File: src/rtl/trig_busy_pkg.sv
package trig_busy_pkg;
  // conversion phase of the acquisition chain
  typedef enum logic {
    CONV_IDLE = 1'b0,
    CONV_RUN  = 1'b1
  } conv_st_t;
endpackage

File: src/rtl/trig_gate.sv
module trig_gate
  import trig_busy_pkg::*;
(
  input  logic clk,
  input  logic rst_n,
  input  logic trig_in,
  input  logic adc_done,
  input  logic hold,       // queue full
  output logic adc_start,
  output logic busy,
  output logic result_wr   // conversion finished, store its result
);
  logic     trig_q;
  logic     start_q;
  conv_st_t st;
  logic     edge_seen;
  logic     accept;

  assign busy      = (st == CONV_RUN) | hold;
  assign edge_seen = trig_in & ~trig_q;
  assign accept    = edge_seen & ~busy;
  assign result_wr = (st == CONV_RUN) & adc_done;
  assign adc_start = start_q;

  always_ff @(posedge clk) begin
    if (!rst_n) begin
      trig_q  <= 1'b0;
      start_q <= 1'b0;
      st      <= CONV_IDLE;
    end else begin
      trig_q  <= trig_in;
      start_q <= accept;
      if (accept)         st <= CONV_RUN;
      else if (result_wr) st <= CONV_IDLE;
    end
  end

  // a start only follows a cycle in which the chain was free
  assert_start_after_idle_R1: assert property (@(posedge clk) disable iff (!rst_n)
    adc_start |-> !$past(busy));
  // start pulses last one cycle
  assert_start_single_R1: assert property (@(posedge clk) disable iff (!rst_n)
    adc_start |=> !adc_start);
  // busy is up together with the start
  assert_busy_with_start_R3: assert property (@(posedge clk) disable iff (!rst_n)
    adc_start |-> busy);
  // without done, a running conversion keeps the chain busy
  assert_busy_until_done_R3: assert property (@(posedge clk) disable iff (!rst_n)
    (st == CONV_RUN && !adc_done) |=> busy);
endmodule

File: src/rtl/derand_fifo.sv
module derand_fifo #(
  parameter int W     = 16,
  parameter int DEPTH = 3
) (
  input  logic         clk,
  input  logic         rst_n,
  input  logic         wr_en,
  input  logic [W-1:0] wr_data,
  input  logic         out_ready,
  output logic         out_valid,
  output logic [W-1:0] out_data,
  output logic         full
);
  localparam int PW = (DEPTH > 1) ? $clog2(DEPTH) : 1;
  localparam int CW = $clog2(DEPTH + 1);

  logic [W-1:0]  mem [DEPTH];
  logic [PW-1:0] wp, rp;
  logic [CW-1:0] cnt;
  logic          rd_en;

  function automatic logic [PW-1:0] bump(input logic [PW-1:0] p);
    return (p == PW'(DEPTH - 1)) ? '0 : p + 1'b1;
  endfunction

  assign full      = (cnt == CW'(DEPTH));
  assign out_valid = (cnt != '0);
  assign out_data  = mem[rp];
  assign rd_en     = out_valid & out_ready;

  always_ff @(posedge clk) begin
    if (wr_en) mem[wp] <= wr_data;
  end

  always_ff @(posedge clk) begin
    if (!rst_n) begin
      wp  <= '0;
      rp  <= '0;
      cnt <= '0;
    end else begin
      if (wr_en) wp <= bump(wp);
      if (rd_en) rp <= bump(rp);
      case ({wr_en, rd_en})
        2'b10:   cnt <= cnt + 1'b1;
        2'b01:   cnt <= cnt - 1'b1;
        default: cnt <= cnt;
      endcase
    end
  end

  // never write into a full queue
  assert_no_overflow_R7: assert property (@(posedge clk) disable iff (!rst_n)
    wr_en |-> !full);
  // a stalled word stays put
  assert_hold_stable_R6: assert property (@(posedge clk) disable iff (!rst_n)
    (out_valid && !out_ready) |=> (out_valid && $stable(out_data)));
endmodule

File: src/rtl/sat_acc.sv
module sat_acc #(
  parameter int W = 32
) (
  input  logic         clk,
  input  logic         rst_n,
  input  logic         inc,
  input  logic         snap,
  output logic [W-1:0] snap_val
);
  localparam logic [W-1:0] MAX = '1;

  logic [W-1:0] acc;
  logic [W-1:0] nxt;

  assign nxt = (inc && acc != MAX) ? acc + 1'b1 : acc;

  always_ff @(posedge clk) begin
    if (!rst_n) begin
      acc      <= '0;
      snap_val <= '0;
    end else if (snap) begin
      acc      <= '0;
      snap_val <= nxt;
    end else begin
      acc <= nxt;
    end
  end

  // a saturated accumulator stays saturated until captured
  assert_sat_hold_R9: assert property (@(posedge clk) disable iff (!rst_n)
    (acc == MAX && !snap) |=> acc == MAX);
endmodule

File: src/rtl/trig_busy_ctrl.sv
module trig_busy_ctrl #(
  parameter int DATA_W = 16,
  parameter int DEPTH  = 3,
  parameter int CNT_W  = 32
) (
  input  logic              clk,
  input  logic              rst_n,
  input  logic              trig_in,
  output logic              adc_start,
  input  logic              adc_done,
  input  logic [DATA_W-1:0] adc_data,
  output logic              busy,
  output logic              out_valid,
  input  logic              out_ready,
  output logic [DATA_W-1:0] out_data,
  input  logic              snap_req,
  output logic [CNT_W-1:0]  snap_total,
  output logic [CNT_W-1:0]  snap_busy
);
  localparam int NACC = 2;  // 0: all cycles, 1: busy cycles

  logic             q_full;
  logic             result_wr;
  logic [NACC-1:0]  acc_inc;
  logic [CNT_W-1:0] acc_snap [NACC];

  trig_gate u_gate (
    .clk       (clk),
    .rst_n     (rst_n),
    .trig_in   (trig_in),
    .adc_done  (adc_done),
    .hold      (q_full),
    .adc_start (adc_start),
    .busy      (busy),
    .result_wr (result_wr)
  );

  derand_fifo #(.W(DATA_W), .DEPTH(DEPTH)) u_fifo (
    .clk       (clk),
    .rst_n     (rst_n),
    .wr_en     (result_wr),
    .wr_data   (adc_data),
    .out_ready (out_ready),
    .out_valid (out_valid),
    .out_data  (out_data),
    .full      (q_full)
  );

  assign acc_inc = {busy, 1'b1};

  for (genvar g = 0; g < NACC; g++) begin : g_acc
    sat_acc #(.W(CNT_W)) u_acc (
      .clk      (clk),
      .rst_n    (rst_n),
      .inc      (acc_inc[g]),
      .snap     (snap_req),
      .snap_val (acc_snap[g])
    );
  end

  assign snap_total = acc_snap[0];
  assign snap_busy  = acc_snap[1];

  // busy share never exceeds the whole
  assert_busy_le_total_R9: assert property (@(posedge clk) disable iff (!rst_n)
    snap_busy <= snap_total);
  // a full queue keeps the chain blocked
  assert_full_blocks_R4: assert property (@(posedge clk) disable iff (!rst_n)
    q_full |-> busy);
endmodule

File: config.mk
export PLATFORM = sky130hd
export DESIGN_NAME = trig_busy_ctrl
export DESIGN_NICKNAME = d
export VERILOG_FILES = /design/src/rtl/trig_busy_pkg.sv /design/src/rtl/trig_gate.sv /design/src/rtl/derand_fifo.sv /design/src/rtl/sat_acc.sv /design/src/rtl/trig_busy_ctrl.sv
export SDC_FILE = /design/constraint.sdc
export NUM_CORES = 1
export LEC_CHECK = 0
export BUFFER_PORTS_ARGS = -buffer_cell sky130_fd_sc_hd__buf_2
export CAP_MARGIN = 0
export CORE_MARGIN = 1
export CORE_UTILIZATION = 39
export CTS_CLUSTER_SIZE = 28
export DETAILED_ROUTE_END_ITERATION = 6
export PLACE_DENSITY = 0.56
export SYNTH_ARGS = -nofsm -noshare
export SYNTH_HDL_FRONTEND = slang
export SYNTH_SLANG_ARGS = --single-unit
export TNS_END_PERCENT = 50
File: constraint.sdc
create_clock -name clk -period 2.6 [get_ports clk]
set_input_delay 0.26 -clock clk [delete_from_list [all_inputs] [get_ports clk]]
set_output_delay 0.26 -clock clk [all_outputs]
set_load 0.005 [all_outputs]
Yosys cells after proc, flatten, opt, wreduce, memory -nomap -nowiden

Memory sizes are Yosys's and may differ from the RTL's. A register that Yosys moved wholly into a read port is not among the register bits.
Index checks and enable logic that the tools add are counted.

Register bits after elaboration: 137
Logic and storage cells: 48
Memories kept: 1
Bits in latches: 0
Memory bits (read-only): 0
Input bits: 22
RAM bits: 48

Bitwise logic cells: 8
Reduce and logical (&&, ||, !) cells: 5
Multiply operators: 0
Divide/modulo/power cells: 0
Mux-type cells: 11
Eq/ne operators: 7
Shifts and indexed selects: 0
$lt $le $gt $ge: 0
Add/sub/neg operators: 6

Memory list:

| name       | depth | width | rd ports | clocked after Yosys merged registers in | wr ports | RTL line          | text |
|---|---|---|---|---|---|---|---|
| u_fifo.mem | 3     | 16    | 1        | 1                                       | 1        | derand_fifo.sv:17 | `logic [W-1:0] mem [DEPTH];` |

Operators by type and width:

| operator                                                            | number |
|---|---|
| 32-bit by 1-bit adder with 32-bit output (second input constant)    | 2 |
| 32-bit two-way mux                                                  | 2 |
| 32-bit != test (second input constant)                              | 2 |
| 2-bit == test (second input constant)                               | 4 |
| 2-bit two-way mux                                                   | 4 |
| 2-bit by 1-bit adder with 2-bit output (second input constant)      | 3 |
| 2-bit nonzero test                                                  | 3 |
| 1-bit AND                                                           | 4 |
| 1-bit two-way mux                                                   | 4 |
| 2-bit one-hot mux with 2 select lines                               | 1 |
| 1-bit NOT                                                           | 3 |
| 2-bit by 1-bit == test with 1-bit output (second input constant)    | 1 |
| 2-bit OR reduction                                                  | 1 |
| 2-bit by 1-bit subtractor with 2-bit output (second input constant) | 1 |
| 1-bit logical AND                                                   | 1 |
| 1-bit OR                                                            | 1 |

Longest topological paths before layout

Depth in word-level cells: 5
Gate-level depth with buffers: 8
Depth with buffers taken out: 7

By module

Synthesis repeated with hierarchy kept, for this count alone.

Cells, all modules: 763
Area, all modules: 7,561.0 um2

Modules (own cells, without submodules):

| module         | area an instance (um2) | cells an instance | instances |
|---|---|---|---|
| sat_acc        | 2,671.3                | 308               | 2 |
| derand_fifo    | 2,090.8                | 136               | 1 |
| trig_gate      | 123.9                  | 10                | 1 |
| trig_busy_ctrl | 3.8                    | 1                 | 1 |

Worst setup path after synthesis

OpenSTA, ideal clock, no wires.

Path type: register to register
Start: register u_gate.st
End: memory u_fifo.mem[1][0], enable pin
Data required time: 2,185 ps
Stages on the path, launching flop included: 3
Path buffers: 0
Library setup time: 415 ps
Slack: 420 ps
Arrival: 1,765 ps
Cells stage by stage: dfxtp_1 > nand2_1 > nor3b_1

Word-level cells in the longest chain between the ends: 3

RTL lines:

| element                                 | RTL line          | text |
|---|---|---|
| start, declared                         | trig_gate.sv:15   | `conv_st_t st;` |
| start signal, assigned                  | trig_gate.sv:29   | `st <= CONV_IDLE;` |
| start signal, assigned                  | trig_gate.sv:33   | `if (accept) st <= CONV_RUN;` |
| start signal, assigned                  | trig_gate.sv:34   | `else if (result_wr) st <= CONV_IDLE;` |
| 1-bit AND                               | trig_gate.sv:22   | `assign result_wr = (st == CONV_RUN) & adc_done;` |
| 1-bit two-way mux                       | derand_fifo.sv:32 | `if (wr_en) mem[wp] <= wr_data;` |
| 1-bit two-way mux (implied by the code) | derand_fifo.sv:32 |  |
| end, declared                           | derand_fifo.sv:17 |  |

No other way between the ends.

Worst setup path after layout

Start: register g_acc[0].u_acc.acc[0]
End: register g_acc[0].u_acc.snap_val[28]

Word-level cells in the longest chain between the ends: 2
Elaborated cells on any way between the ends: 3

RTL lines:

| element                                                                    | RTL line      | text |
|---|---|---|
| start, declared                                                            | sat_acc.sv:12 | `logic [W-1:0] acc;` |
| start signal, assigned                                                     | sat_acc.sv:25 | `acc <= nxt;` |
| 32-bit by 1-bit adder with 32-bit output or 32-bit != test (tied branches) | sat_acc.sv:15 | `assign nxt = (inc && acc != MAX) ? acc + 1'b1 : acc;` |
| 32-bit two-way mux *                                                       | sat_acc.sv:15 |  |
| end signal, assigned                                                       | sat_acc.sv:23 | `snap_val <= nxt;` |
| end, declared                                                              | sat_acc.sv:8  | `output logic [W-1:0] snap_val` |

Mark *: on every way between the ends. The rest lies on a longest branch, timed or not.
A chain may end at the register's enable or synchronous reset.

==> impl_results.md <==
- Outcome: completed
- Unique masters post-synth: 66
- Seq pwr share: 51.0%
- Lkg Pwr: 0.003213 uW
- # diodes: 0
- Fin nets: 908
- Pint: 4674 uW
- Final Cycle Share: 84.83%
- Total GRT Usage: 18.30%
- RSZ-0062 raised after global routing: no
- Tmin final: 2.206 ns
- WHS: 0.02326 ns
- PortBufs: 104
- Die area: 20520 um^2
- DRT iter0 DRCs: 360
- Worst Path Max Fanout: 6
- Site Rows: 51
- Largest net degree at the start of global routing: 67
- CTS clock-pin slew for the worst setup and hold paths: 0.07 ns
- Least-Margin Pin Slew: 0.6634 ns
- M1 wire length: 9494 um
- Total net switching power: 1392 uW
- Pins Over Slew Limit: 0
- TritonCTS clock tree: done
- Global route overflow: 0
- Buffer count from post-CTS setup fixing: 0
- Die X: 143.3 um
- Adder-cell area share of the yosys netlist: 0.4823%
- Clock power frac: 42.6%
- Critical path startpoint: g_acc[0].u_acc.acc[0]$_SDFF_PP0_
- Startpoint Class: flop
- DR top layer: met4
- Most frequent CP cell: and3_1
- I/O pins: 105
- Flop and latch count out of synthesis: 187
- Hold Crit Class: in -> reg
- Routed vias/inst: 5.298
- Crit-path cells: ha_1, and3_1, and3_1, nand4_1, or3_1, a31oi_1
- CP required: 2.96 ns
- DR pass1 iterations: 5
- Final hold violations: 0
- DP HPWL: 12310 um
- Fin worst setup slack: 0.3944 ns
- ANT nets after route: 0
- R2R cell count: 6
- Crit Path Category: reg -> reg
- Mean Syn Cell Area: 9.826 um^2
- Combinational power share: 6.3%
- FF-to-FF Start: g_acc[0].u_acc.acc[0]$_SDFF_PP0_
- Slew HR: 55.72%
- Vias in the first global route: 5603
- Critical Path AT: 2.56 ns
- Root buffer cell: clkbuf_16
- Area grow syn2layout: 18.09%
- Layout cells sized above 1: 20.54%
- Sequential cell area fraction in the yosys report: 54.28%
- Routability congestion estimate: 0.8021
- TritonCTS buffer count: 17
- Met2 Wirelength: 7297 um
- Final Setup Violations: 0
- Pwr dens: 660.1 nW/um^2
- Largest incremental delay on the critical path: 0.43 ns
- Via count: 6151
- Largest buffer count on any clock path: 2
- DRC violations left: 0
- Switching Share: 22.95%
- Per-cell routed wire length: 15.50 um
- R2r endpoint: g_acc[0].u_acc.snap_val[28]$_SDFFE_PN0P_
- Routed wire length: 18000 um
- Critical Path Sink: g_acc[0].u_acc.snap_val[28]$_SDFFE_PN0P_
- FFs w/ async S/R, synth: 0%
- First-pass GRT wire length: 29210 um
- Post-CTS sizing: 0
- Largest family of logic cells by synthesized area: simple AND/OR/NAND/NOR gates
- Htree depth: 4
- Clk_skew: 0.01167 ns
- Total Neg Setup Slack: 0 ns
- Post-synth EDFFs: 48
- Slowest-stage cell, CP: dfxtp_1
- Yosys warns: 0
- Clock insertion delay at the later pin of the skew report: 0.44 ns
- Hold buffers post-CTS: 0
- Mapped Nets: 817
- Setup WS pre-CTS: 0.4190 ns
- Peak VDD IR: 473.3 uV
- Metal3 WL: 995 um
- Mux cell area share after synthesis: 2.186%
- Syn Inst Count: 792
- Synth Area in Compound Gates: 17.88%
- Initial antenna violation count: 0
- Main synth FF type: dfxtp_1
- Reg2reg setup slack: 0.39 ns
- Synth Area in Simple Gates: 19.15%
- Starting Density: 39.86%
- Maximum clock rate: 0.4534 GHz
- Syn Std Cell Area: 7782 um^2
- Crit. End Element: flop
- Core area: 19530 um^2
- Util after Layout: 47.07%
- Synth Area in XOR/XNOR: 2.926%
- Max_cap viols: 0
- # clock sinks: 187
- Chip height: 143.3 um
==> worst min path at each step <==
stage,from,to,slack (ns),cells after the start
after floorplan,adc_data[0],u_fifo.mem[0][0]$_DFFE_PP_,0.36,0
final,adc_done,u_gate.st$_SDFFE_PN0P_,0.02,2
after detailed placement,u_gate.trig_q$_SDFF_PN0_,u_gate.adc_start$_SDFF_PN0_,0.41,1
after CTS,adc_done,u_gate.st$_SDFFE_PN0P_,0.01,2
after global placement,u_gate.trig_q$_SDFF_PN0_,u_gate.adc_start$_SDFF_PN0_,0.40,1
after global routing,adc_data[10],u_fifo.mem[0][10]$_DFFE_PP_,0.009,1
==> cells in the mapped netlist, types with 13 or more instances <==
cell / number / area, um^2
a21oi_1: 64 / 320.3
a31oi_1: 32 / 200.2
and3_1: 17 / 106.4
clkbuf_1: 41 / 153.9
dfxtp_1: 139 / 2783
edfxtp_1: 48 / 1441
mux2i_1: 17 / 170.2
nand2_1: 51 / 191.4
nand3_1: 24 / 120.1
nand4_1: 24 / 150.1
nor2_1: 51 / 191.4
nor3_1: 13 / 65.06
o21ai_0: 90 / 450.4
o21ai_1: 15 / 75.07
or3_1: 28 / 175.2
xnor2_1: 16 / 140.1
==> flip-flops by register name, indices dropped and copies added, names as in the netlist, named ones only <==
signal	flops
u_gate.trig_q	1
u_fifo.rp	2
u_fifo.wp	2
u_gate.st	1
g_acc.u_acc.snap_val	64
g_acc.u_acc.acc	64
u_gate.adc_start	1
u_fifo.mem	48
u_fifo.cnt	2
==> power by group through the flow <==
stage / Sequential [uW] / Clock (uW) / Combinational, uW
floorplan: 3160 / 0 / 218
global route: 3110 / 2780 / 434
detailed placement: 3160 / 0 / 388
global placement: 3160 / 0 / 389
CTS: 3100 / 2640 / 390
finish: 3100 / 2590 / 384
==> layout by cell type, fill, tap and decap left out, types with 5 or more instances in the layout <==
master / synthesis / layout
dfxtp_1: 139 / 139
buf_2: 4 / 103
o21ai_0: 90 / 90
a21oi_1: 64 / 64
nand2_1: 51 / 51
nor2_1: 51 / 51
edfxtp_1: 48 / 48
a31oi_1: 32 / 32
or3_1: 28 / 28
nand4_1: 24 / 24
nand3_1: 24 / 24
buf_4: 2 / 19
mux2i_1: 17 / 17
and3_1: 17 / 17
clkbuf_16: 0 / 17
xnor2_1: 16 / 16
o21ai_1: 15 / 15
nor3_1: 13 / 12
and4_1: 10 / 10
xor2_1: 10 / 10
a211oi_1: 8 / 8
inv_1: 7 / 7
nor4_2: 6 / 6
nand2b_1: 6 / 5
==> worst max-delay path, delay by kind of cell, from the launching register on <==
kind                     cells  cell delay (ns)
adder cells (fa/ha/maj)      1             0.38
AO/OA/AOI/OAI                1             0.16
AND/OR/NAND/NOR              4             1.17
flip-flops                   1             0.43
==> cell families (layout without fill, tap and decap cells) <==
kind of cell | count (synthesis) | after routing
buffers and inverters | 59 | 163
multiplexers | 17 | 17
adder cells (fa/ha/maj) | 3 | 3
XOR/XNOR | 26 | 26
AND/OR/NAND/NOR | 264 | 264
flip-flops | 187 | 187
AO/OA/AOI/OAI | 236 | 236
==> final cells by class <==
class / count / area (um^2)
sequential: 187 / 4224
timing repair buffer: 123 / 678.2
multi-input combinational: 546 / 3334
inverter: 8 / 30.03
fill: 1934 / 10340
tap: 265 / 331.6
clock inverter: 12 / 125.1
clock buffer: 20 / 466.7
==> layer usage <==
metal | GRT usage [%] | up-vias
met5 | 0 | -
met2 | 26.19 | 158
met1 | 26.89 | 2843
met4 | 5.655 | 0
li1 | - | 3133
met3 | 4.393 | 17
==> per-stage QoR <==
stage	area [um^2]	std cells	total power, uW
final	9190	1161	6066
after CTS	9190	1161	6127
after global placement	8598	1129	3549
after floorplan	7782	792	3376
after detailed placement	8598	1129	3550
after global routing	9190	1161	6321
Note: power is estimated with default switching activity, not from simulation.
